`src/rtl/tagq_pkg.sv`:
```
package tagq_pkg;
  // one queued program byte with its breakpoint mark
  typedef struct packed {
    logic [7:0] data;
    logic       mark;
  } qbyte_t;
endpackage

```
`src/rtl/tagq_capture.sv`:
```
module tagq_capture
  import tagq_pkg::*;
(
  input  logic [15:0] word,
  input  logic [1:0]  tag_n,
  input  logic        armed,
  output qbyte_t      lane [2]
);
  // lane 1 is the upper byte, lane 0 the lower byte
  for (genvar l = 0; l < 2; l++) begin : g_lane
    assign lane[l].data = word[8*l +: 8];
    assign lane[l].mark = armed & ~tag_n[l];
  end
endmodule

```
`src/rtl/tagq_store.sv`:
```
module tagq_store
  import tagq_pkg::*;
#(
  parameter int WORDS = 3,
  localparam int SLOTS = 2 * WORDS,
  localparam int CW = $clog2(SLOTS + 1)
) (
  input  logic          clk,
  input  logic          rst_n,
  input  logic          push,
  input  qbyte_t        push_hi,
  input  qbyte_t        push_lo,
  input  logic          pop,
  input  logic          flush,
  input  logic          clr_marks,
  output logic [CW-1:0] count,
  output qbyte_t        head,
  output logic          room2
);
  qbyte_t        mem [SLOTS];
  qbyte_t        nxt [SLOTS];
  logic [CW-1:0] ncnt;

  always_comb begin
    for (int i = 0; i < SLOTS; i++) nxt[i] = mem[i];
    ncnt = count;
    if (pop) begin
      for (int i = 0; i < SLOTS - 1; i++) nxt[i] = mem[i + 1];
      nxt[SLOTS-1] = '0;
      ncnt = count - CW'(1);
    end
    if (push) begin
      for (int i = 0; i < SLOTS; i++) begin
        if (CW'(i) == ncnt)          nxt[i] = push_hi;
        if (CW'(i) == ncnt + CW'(1)) nxt[i] = push_lo;
      end
      ncnt = ncnt + CW'(2);
    end
    if (clr_marks || flush)
      for (int i = 0; i < SLOTS; i++) nxt[i].mark = 1'b0;
    if (flush) ncnt = '0;
  end

  always_ff @(posedge clk) begin
    if (!rst_n) begin
      count <= '0;
      for (int i = 0; i < SLOTS; i++) mem[i] <= '0;
    end else begin
      count <= ncnt;
      for (int i = 0; i < SLOTS; i++) mem[i] <= nxt[i];
    end
  end

  assign head  = mem[0];
  assign room2 = (count <= CW'(SLOTS - 2));
endmodule

```
`src/rtl/tagq_arm.sv`:
```
module tagq_arm (
  input  logic clk,
  input  logic rst_n,
  input  logic arm_cmd,
  input  logic dbg_ack,
  input  logic head_marked,
  output logic armed,
  output logic dbg_req
);
  always_ff @(posedge clk) begin
    if (!rst_n) begin
      armed   <= 1'b0;
      dbg_req <= 1'b0;
    end else begin
      if (dbg_ack)      armed <= 1'b0;
      else if (arm_cmd) armed <= 1'b1;
      if (dbg_ack)          dbg_req <= 1'b0;
      else if (head_marked) dbg_req <= 1'b1;
    end
  end
endmodule

```
`src/rtl/tagq_bkpt.sv`:
```
module tagq_bkpt
  import tagq_pkg::*;
#(
  parameter int WORDS = 3,
  localparam int SLOTS = 2 * WORDS,
  localparam int CW = $clog2(SLOTS + 1)
) (
  input  logic        clk,
  input  logic        rst_n,
  input  logic        fetch_valid,
  output logic        fetch_ready,
  input  logic [15:0] fetch_word,
  input  logic        tag_hi_n,
  input  logic        tag_lo_n,
  input  logic        flush,
  output logic        issue_valid,
  input  logic        issue_ready,
  output logic [7:0]  issue_byte,
  input  logic        tag_arm,
  output logic        tag_busy,
  output logic        dbg_req,
  input  logic        dbg_ack
);
  qbyte_t        lane [2];
  qbyte_t        head;
  logic [CW-1:0] q_count;
  logic          room2, armed, push, pop, head_marked;

  tagq_capture u_cap (
    .word  (fetch_word),
    .tag_n ({tag_hi_n, tag_lo_n}),
    .armed (armed),
    .lane  (lane)
  );

  assign fetch_ready = room2 & ~flush;
  assign push        = fetch_valid & fetch_ready;
  assign head_marked = (q_count != '0) & head.mark;
  assign issue_valid = (q_count != '0) & ~head.mark;
  assign issue_byte  = head.data;
  assign pop         = issue_valid & issue_ready;
  assign tag_busy    = armed;

  tagq_store #(.WORDS(WORDS)) u_store (
    .clk       (clk),
    .rst_n     (rst_n),
    .push      (push),
    .push_hi   (lane[1]),
    .push_lo   (lane[0]),
    .pop       (pop),
    .flush     (flush),
    .clr_marks (dbg_ack),
    .count     (q_count),
    .head      (head),
    .room2     (room2)
  );

  tagq_arm u_arm (
    .clk         (clk),
    .rst_n       (rst_n),
    .arm_cmd     (tag_arm),
    .dbg_ack     (dbg_ack),
    .head_marked (head_marked),
    .armed       (armed),
    .dbg_req     (dbg_req)
  );
endmodule

```
`config.mk`:
```
export PLATFORM = sky130hd
export DESIGN_NAME = tagq_bkpt
export DESIGN_NICKNAME = d
export VERILOG_FILES = /design/src/rtl/tagq_pkg.sv /design/src/rtl/tagq_capture.sv /design/src/rtl/tagq_store.sv /design/src/rtl/tagq_arm.sv /design/src/rtl/tagq_bkpt.sv
export SDC_FILE = /design/constraint.sdc
export NUM_CORES = 1
export LEC_CHECK = 0
export ABC_AREA = 1
export BUFFER_PORTS_ARGS = -buffer_cell sky130_fd_sc_hd__buf_2
export CAP_MARGIN = 30
export CORE_ASPECT_RATIO = 1.25
export CORE_MARGIN = 1.5
export CORE_UTILIZATION = 54
export DETAILED_ROUTE_END_ITERATION = 6
export PLACE_DENSITY = 0.76
export SYNTH_ARGS = -nofsm -noshare
export SYNTH_HDL_FRONTEND = slang
export SYNTH_SLANG_ARGS = --single-unit
```
`constraint.sdc`:
```
create_clock -name clk -period 2.9 [get_ports clk]
set_input_delay 0.29 -clock clk [delete_from_list [all_inputs] [get_ports clk]]
set_output_delay 0.29 -clock clk [all_outputs]
set_load 0.005 [all_outputs]
```
=== Yosys cells after proc, flatten, opt, wreduce, memory -nomap -nowiden ===
Memories as Yosys holds them, arrays and structs flattened.
Index checks and enable logic that the tools add are counted.

* Add/subtract/negate cells: 3
* Magnitude comparators: 1
* Equality and inequality tests: 10
* Mux-type cells: 30
* Bitwise operators: 18
* Reductions and logical operators: 6

{| class="wikitable"
|+ Operators by type and width
! kind !! number
|-
| 9-bit two-way mux || 18
|-
| 54-bit two-way mux || 2
|-
| 2-bit by 3-bit == test with 1-bit output (first input constant) || 4
|-
| 3-bit == test (first input constant) || 4
|-
| 1-bit two-way mux || 8
|-
| 1-bit bitwise AND || 7
|-
| 1-bit by 3-bit == test with 1-bit output (first input constant) || 2
|-
| 3-bit zero test || 2
|-
| 3-bit two-way mux || 2
|-
| 1-bit bitwise OR || 6
|-
| 1-bit NOT || 5
|-
| 2-bit OR reduction || 2
|-
| 3-bit by 1-bit adder with 3-bit output (second input constant) || 1
|-
| 3-bit by 2-bit adder with 3-bit output (second input constant) || 1
|-
| 3-bit <= comparator (second input constant) || 1
|-
| 3-bit nonzero test || 1
|-
| 3-bit by 1-bit subtractor with 3-bit output (second input constant) || 1
|-
| 1-bit logical OR || 1
|}

* Bits in registers: 5
* Bits in writable memories: 54
* Input port bits: 25
* Output and inout port bits: 12
* Logic and storage cells: 72
* Memories kept: 1

{| class="wikitable"
|+ Memory list
! memory !! depth !! width !! read ports !! clocked after memory_dff !! write ports !! RTL line !! RTL
|-
| u_store.mem || 6 || 9 || 6 || 0 || 6 || tagq_store.sv:20 || <nowiki>qbyte_t mem [SLOTS];</nowiki>
|}

=== Logic depth before layout (Yosys ltp) ===
Gate-level depths: netlist of run 1.

* Depth after elaboration: 10
* Depth in mapped cells: 17
* Gate-level depth less buffers: 15

=== Modules after synthesis ===
Synthesis of run 1 repeated with hierarchy kept, for this count alone.

* Cell total of the unflattened synthesis: 664
* Area total of the unflattened synthesis: 3915.0 µm²

{| class="wikitable"
|+ Modules (own cells, without submodules)
! module !! instances !! cells each !! area each (µm²) !! sequential area each (µm²)
|-
| tagq_store || 1 || 624 || 3668.5 || 1141.1
|-
| tagq_capture || 1 || 19 || 131.4 || 0.0
|-
| tagq_arm || 1 || 8 || 62.6 || 40.0
|-
| tagq_bkpt || 1 || 13 || 52.6 || 0.0
|}

=== Worst setup path after synthesis of run 1 ===
No wires, ideal clock.

* Path type: reg-to-reg
* From: register u_store.count[0]
* To: memory u_store.mem[0][28] (netlist name)
* Library setup time: 114 ps
* Arrival: 2662 ps
* Required time: 2786 ps
* Slack: 124 ps
* Stages on the path, launching flop included: 17
* Path buffers: 3
* Period minus slack after synthesis: 2776 ps
* Path through: dfxtp_1 -> inv_1 -> ha_1 -> nand2_4 -> nand3_4 -> nand2_1 -> nand2_4 -> buf_1 -> nor2_1 -> ha_1 -> clkbuf_1 -> nand3_2 -> nand2_1 -> nand2_2 -> buf_4 -> a21oi_1 -> nor2_1

{| class="wikitable"
|+ RTL lines
! element !! RTL line !! RTL
|-
| from (decl) || tagq_store.sv:16 || <nowiki>output logic [CW-1:0] count,</nowiki>
|-
| from (signal assigned) || tagq_store.sv:49 || <nowiki>count <= ncnt;</nowiki>
|-
| to (decl) || tagq_store.sv:20 ||
|}

==> results.toml, run 1 <==
[outcome]
status = "finished, final reports clean"

[die]
die-area_um2 = 8077
start_util = 0.5537
core_region_area_um2 = 7357
io_pins = 37
rows = 35
die_w_um = 80.69
fp.dieH_um = 100.1

[worst_setup_path]
max_stage_delay_ns = 0.36
cp-start-kind = "flop"
slowest_stage = "dfxtp_1"
required_ns = 3.15
critical_path_class = "reg2reg"
endpoint_kind = "flop"
path_cells = "inv_1 -> ha_1 -> nand2_4 -> nand3_4 -> nand2_1 -> nand2_4 -> nor2_1 -> ha_2 -> nand3_2 -> inv_2 -> a21oi_1 -> nor2_1 -> nor2_1"
critPathArrivalTime_ns = 2.98
worst_path_most_repeated_cell = "nor2_1"
path_max_fanout = 17

[synthesis]
synth_cells = 660
ys_seq_area_frac = 0.2899
synthSimpleGateAreaFrac = 0.3980
synth_warnings = 0
synth_xor_area_frac = 0
synth_compound_area_frac = 0.1431
ys_seq_elements = 59
synthesis.nets = 690
synth_cell_types = 30
yosys.area_share.adder = 0.01536
syn_area_um2 = 4074
syn_area_per_cell_um2 = 6.173
synth.area.mux_share = 0.05405
synth_top_family_by_area = "simple AND/OR/NAND/NOR gates"

[finish]
fin_area_um2 = 4477
n_antenna_cell = 0
nets = 708
layout-drive-gt1-share = 0.1435
area_growth_pct = 9.889

[cts]
cts_buffers = 9
path_clk_slew_ns = 0.07
cts-root-buf = "clkbuf_8"
cts_buffer_depth = 2
htreeDepth = 3
cts.repair_timing.setup_buffer_count = 0
clk_latency_ns = 0.36
cts_tree = "built"
cts_sinks = 59

[detailed_routing]
drtAntennaViolNets = 0
drt_first_pass_iters = 7
wl_um = 12250
drt_iter0_markers = 491
vias = 4415
viasPerCell = 5.697
post_drt_wl_per_cell_um = 15.81
route.detailed.drc = 0

[hold_path]
hold_class = "in2reg"

[grt]
use_met1 = 0.3857
grtUsageMet3 = 0.05727
track_usage = 0.3200
grt_pass1_vias = 4040
grt_busiest_layer = "met2"
antenna_found_initial = 0
grt_pass1_wl_um = 19600
grt_use_met2 = 0.5145
grt_max_degree = 52
grt_overflow_total = 0

[placement]
gp_congestion = 0.9023
dp_slack_ns = 0.1561
place_area_um2 = 4234
place_hpwl_um = 8570
io_buffers = 36

[timing]
max_freq_ghz = 0.3664
worst_slack_ns = 0.1708
finalSetupViolCount = 0
rsz0062_at_grt = "yes"
layout_min_cycle_time_ns = 2.729
tns_ns = 0
hold-worst-slack_ns = 0.1501
slew_headroom = 0.6479
post-route-period-util = 0.9411
skew_ns = 0.01218
tightest_slew_ns = 0.5282
hold_viol_final = 0
drv_slew = 0

[power_and_ir_drop]
p_comb_frac = 0.262
seqPwrFrac = 0.373
p_clk_frac = 0.365
p_sw_frac = 0.3326
vdd_drop_max_mv = 0.3447
cellLeakagePower_nw = 2.486
netSwitchingPower_mw = 0.8023
p_per_area_nw_per_um2 = 538.8
intPower_mw = 1.610

[flow_run]
maxCapViolCount = 0
-- final timing paths --
path | startpoint | endpoint | slack [ns] | depth (start not counted)
worst max-delay path | u_store.count[0] | u_store.mem[0][13] | 0.17 | 13
worst min-delay path | tag_arm | u_arm.armed | 0.15 | 3
worst max register to register | u_store.count[0] | u_store.mem[0][13] | 0.17 | 13
worst min register to register | u_arm.dbg_req | u_arm.dbg_req | 0.47 | 2
-- kinds of logic after synthesis --
logic type / after synthesis
buffers and inverters: 90
DFF: 59
adders and majority gates: 5
muxes: 22
AOI/OAI and AO/OA: 112
and+or+nand+nor: 372
-- cell usage in the layout (no fill, tap or decap) --
cell type     n
a21boi_0      1
a21oi_1      74
a21oi_2       2
a31oi_1       1
buf_2        36
buf_4        11
bufinv_16     2
clkbuf_1      1
clkbuf_8     11
clkinv_1      1
clkinv_2      1
clkinvlp_4    3
dfxtp_1      59
ha_1          4
ha_2          1
inv_1        42
inv_2         5
mux2i_1      22
nand2_1     212
nand2_2       4
nand2_4       6
nand3_1      30
nand3_2       5
nand3_4       2
nand4_1      16
nor2_1       88
nor2_2        3
nor2_4        3
nor3b_1       1
o21ai_0      31
o21ai_1       2
o21ai_4       1
or2_2         2
-- repair_timing --
item	4_1_cts	5_1_grt
endpoints found under the setup margin	0	35
resized for setup	0	4
hold buffers	0	0
-- cells in the mapped netlist --
master / n / area (um2)
nand3_2: 5 / 50.05
nand3_4: 2 / 35.03
o21ai_0: 31 / 155.2
nor2_4: 3 / 33.78
nand2_4: 5 / 56.30
nand2_2: 5 / 31.28
nor2_1: 88 / 330.3
dfxtp_1: 59 / 1181
clkbuf_1: 14 / 52.55
buf_4: 13 / 97.59
buf_1: 3 / 11.26
nor2_2: 3 / 18.77
a21boi_0: 1 / 7.510
inv_2: 5 / 18.77
ha_1: 5 / 62.56
buf_2: 9 / 45.04
a21oi_1: 74 / 370.4
or2_2: 2 / 12.51
nand4_1: 16 / 100.1
a21oi_2: 2 / 17.52
mux2i_1: 22 / 220.2
o21ai_4: 1 / 16.27
nand3_1: 30 / 150.1
a31oi_1: 1 / 6.260
nor3b_1: 1 / 7.510
nand2_1: 212 / 795.8
clkinv_1: 2 / 7.510
o21ai_1: 2 / 10.01
buf_6: 1 / 11.26
inv_1: 43 / 161.4
-- flip-flops by register name, indices dropped and copies added, names as in the netlist --
register,cells
u_arm.armed,1
u_arm.dbg_req,1
u_store.count,3
u_store.mem,54
-- power by group through the flow --
stage          logic [mW]  registers, mW  clock network, mW
6_report            0.632          0.900              0.881
4_1_cts             0.618          0.900              0.893
3_3_place_gp        0.597          0.915                  0
2_1_floorplan       0.485          0.908                  0
3_5_place_dp        0.613          0.917                  0
5_1_grt             0.708          0.906              0.924
-- critical path: cells and delay by family, from the launching register on --
family | cells | cell delay, ns
buffers and inverters | 2 | 0.32
adder cells (fa/ha/maj) | 2 | 0.60
flip-flops | 1 | 0.36
AO/OA/AOI/OAI | 1 | 0.07
AND/OR/NAND/NOR | 8 | 1.27
-- per-stage QoR --
step	utilization	total power, mW	std cells
6_report	0.6085	2.412	775
5_1_grt	0.6085	2.539	775
4_1_cts	0.6065	2.410	775
3_5_place_dp	0.5755	1.531	759
3_3_place_gp	0.5755	1.513	759
2_1_floorplan	-	1.393	660
-- layer usage --
| metal | vias to the layer above | routed length [um] |
|---|---|---|
| met5 | - | 0 |
| met4 | 0 | 653 |
| met3 | 47 | 815 |
| met2 | 200 | 5809 |
| met1 | 2016 | 4975 |
| li1 | 2152 | - |
-- cell type report --
class	count	area, um2
fill	741	2880
sequential	59	1181
multi-input combinational	511	2495
inverter	50	195.2
timing repair buffer	47	262.8
clock buffer	12	155.1
clock inverter	4	72.57
tap	92	115.1
(Power assumes the default switching activity.)
==> run 2, diff against run 1 <==
==> constraint.sdc (replaced) <==
create_clock -name clk -period 2.9 [get_ports clk]
set_input_delay 0.58 -clock clk [delete_from_list [all_inputs] [get_ports clk]]
set_output_delay 0.58 -clock clk [all_outputs]
set_load 0.005 [all_outputs]
==> results.toml, run 2 (synthesis gave the netlist of run 1 again) <==
[die]
core_region_area_um2 = 7357
fp.dieH_um = 100.1
rows = 35
start_util = 0.5537
io_pins = 37
die_w_um = 80.69
die-area_um2 = 8077

[detailed_routing]
post_drt_wl_per_cell_um = 15.80
drt_first_pass_iters = 5
vias = 4383
viasPerCell = 5.655
drt_iter0_markers = 392
drtAntennaViolNets = 0
wl_um = 12250
route.detailed.drc = 0

[power_and_ir_drop]
p_clk_frac = 0.329
p_per_area_nw_per_um2 = 515.3
seqPwrFrac = 0.394
cellLeakagePower_nw = 2.467
intPower_mw = 1.501
vdd_drop_max_mv = 0.3634
p_sw_frac = 0.3422
netSwitchingPower_mw = 0.7812
p_comb_frac = 0.277

[timing]
rsz0062_at_grt = "yes"
drv_slew = 0
max_freq_ghz = 0.3668
slew_headroom = 0.6247
worst_slack_ns = 0.1737
post-route-period-util = 0.9401
skew_ns = 0.005779
tightest_slew_ns = 0.5608
tns_ns = 0
finalSetupViolCount = 0
hold_viol_final = 0
layout_min_cycle_time_ns = 2.726

[grt]
grt_max_degree = 52
grt_overflow_total = 0
antenna_found_initial = 0
grt_pass1_vias = 4157
track_usage = 0.3227
grt_pass1_wl_um = 19840

[finish]
layout-drive-gt1-share = 0.1376
fillers = 742
nets = 708
area_growth_pct = 8.722
n_antenna_cell = 0
reg_top3 = "u_store.mem x54, u_store.count x3"
layout_common_cells = "nand2_1, nor2_1, a21oi_1, dfxtp_1, inv_1"
layout_commonest_cell = "nand2_1"
largest_register = "u_store.mem"
largest_register_ffs = 54

[cts]
cts_buffers = 9
cts-root-buf = "clkbuf_8"
clk_latency_ns = 0.35
cts_tree = "built"
htreeDepth = 3
cts_sinks = 59
path_clk_slew_ns = 0.06
cts_buffer_depth = 2
cts.repair_timing.setup_buffer_count = 0

[worst_setup_path]
endpoint_kind = "flop"
critPathArrivalTime_ns = 3.00
cp-start-kind = "flop"
required_ns = 3.17
ff2ff_path_depth = 14
critical_path_class = "reg2reg"
path_max_fanout = 19

[flow_run]
maxCapViolCount = 0

[placement]
dp_slack_ns = 0.1311
gp_congestion = 0.9015
io_buffers = 36
place_hpwl_um = 8466

[hold_path]
hold_path_depth = 3
hold_class = "in2reg"

[outcome]
status = "finished, final reports clean"
==> run 2: cell count changes in the layout (fill, tap and decap cells not counted), sizes merged <==
cell | previous run | this run
bufinv | 2 | 1
clkbuf | 12 | 14
clkinv | 2 | 3
clkinvlp | 3 | 0
inv | 47 | 48
==> run 2: worst paths after layout <==
| kind | startpoint | endpoint | slack [ns] |
|---|---|---|---|
| worst max-delay path | u_store.count[0] | u_store.mem[0][46] | 0.17 |
| worst min-delay path | tag_arm | u_arm.armed | 0.45 |
| worst max register to register | u_store.count[0] | u_store.mem[0][46] | 0.17 |
| worst min register to register | u_arm.dbg_req | u_arm.dbg_req | 0.50 |
==> run 2: worst max-delay path, cell delays in order (launching register included) <==
cell	delay [ns]
dfxtp_1	0.35
inv_1	0.09
ha_1	0.27
nand2_4	0.14
nand3_4	0.20
nand2_1	0.17
nand2_4	0.12
nor2_2	0.17
ha_1	0.25
inv_1	0.05
nand3_1	0.08
buf_4	0.19
inv_1	0.24
a21oi_1	0.12
a21oi_1	0.19
==> run 2: metal layers <==
| metal | vias to the layer above | routed length [um] | track usage |
|---|---|---|---|
| met5 | - | 0 | 0 |
| met4 | 0 | 637 | 0.1923 |
| met3 | 50 | 892 | 0.06000 |
| met2 | 223 | 5796 | 0.5236 |
| met1 | 1957 | 4921 | 0.3932 |
| li1 | 2153 | - | - |
==> run 2: area by class of cell <==
type / instances / area (um2) / share of cell area
well taps: 92 / 115.1 / 0.02599
multi-input cells: 511 / 2492 / 0.5627
clock inverters: 2 / 35.03 / 0.007910
inverters: 50 / 190.2 / 0.04294
flip-flops and latches: 59 / 1181 / 0.2667
clock buffers: 14 / 152.6 / 0.03446
repair buffers: 47 / 262.8 / 0.05932
==> run 2: power groups by stage <==
stage | combinational (mW) | clock (mW) | sequential, mW
2_1_floorplan | 0.485 | 0 | 0.908
3_3_place_gp | 0.599 | 0 | 0.915
3_5_place_dp | 0.613 | 0 | 0.918
4_1_cts | 0.617 | 0.754 | 0.900
5_1_grt | 0.711 | 0.794 | 0.906
6_report | 0.633 | 0.750 | 0.900
==> run 2: timing repair <==
action | CTS | global route
endpoints found under the hold margin | 0 | 0
hold buffers | 0 | 0
gates resized for setup | 0 | 3
endpoints found under the setup margin | 0 | 37
==> run 2: stage by stage <==
| step | total power, mW | utilization | hold slack (ns) | instance area, um2 | std cells |
|---|---|---|---|---|---|
| 2_1_floorplan | 1.393 | - | 0.4604 | 4074 | 660 |
| 3_5_place_dp | 1.530 | 0.5755 | 0.4977 | 4234 | 759 |
| 3_3_place_gp | 1.515 | 0.5755 | 0.4578 | 4234 | 759 |
| 6_report | 2.282 | 0.6020 | 0.4547 | 4429 | 775 |
| 5_1_grt | 2.411 | 0.6020 | 0.4803 | 4429 | 775 |
| 4_1_cts | 2.271 | 0.6010 | 0.4562 | 4422 | 775 |
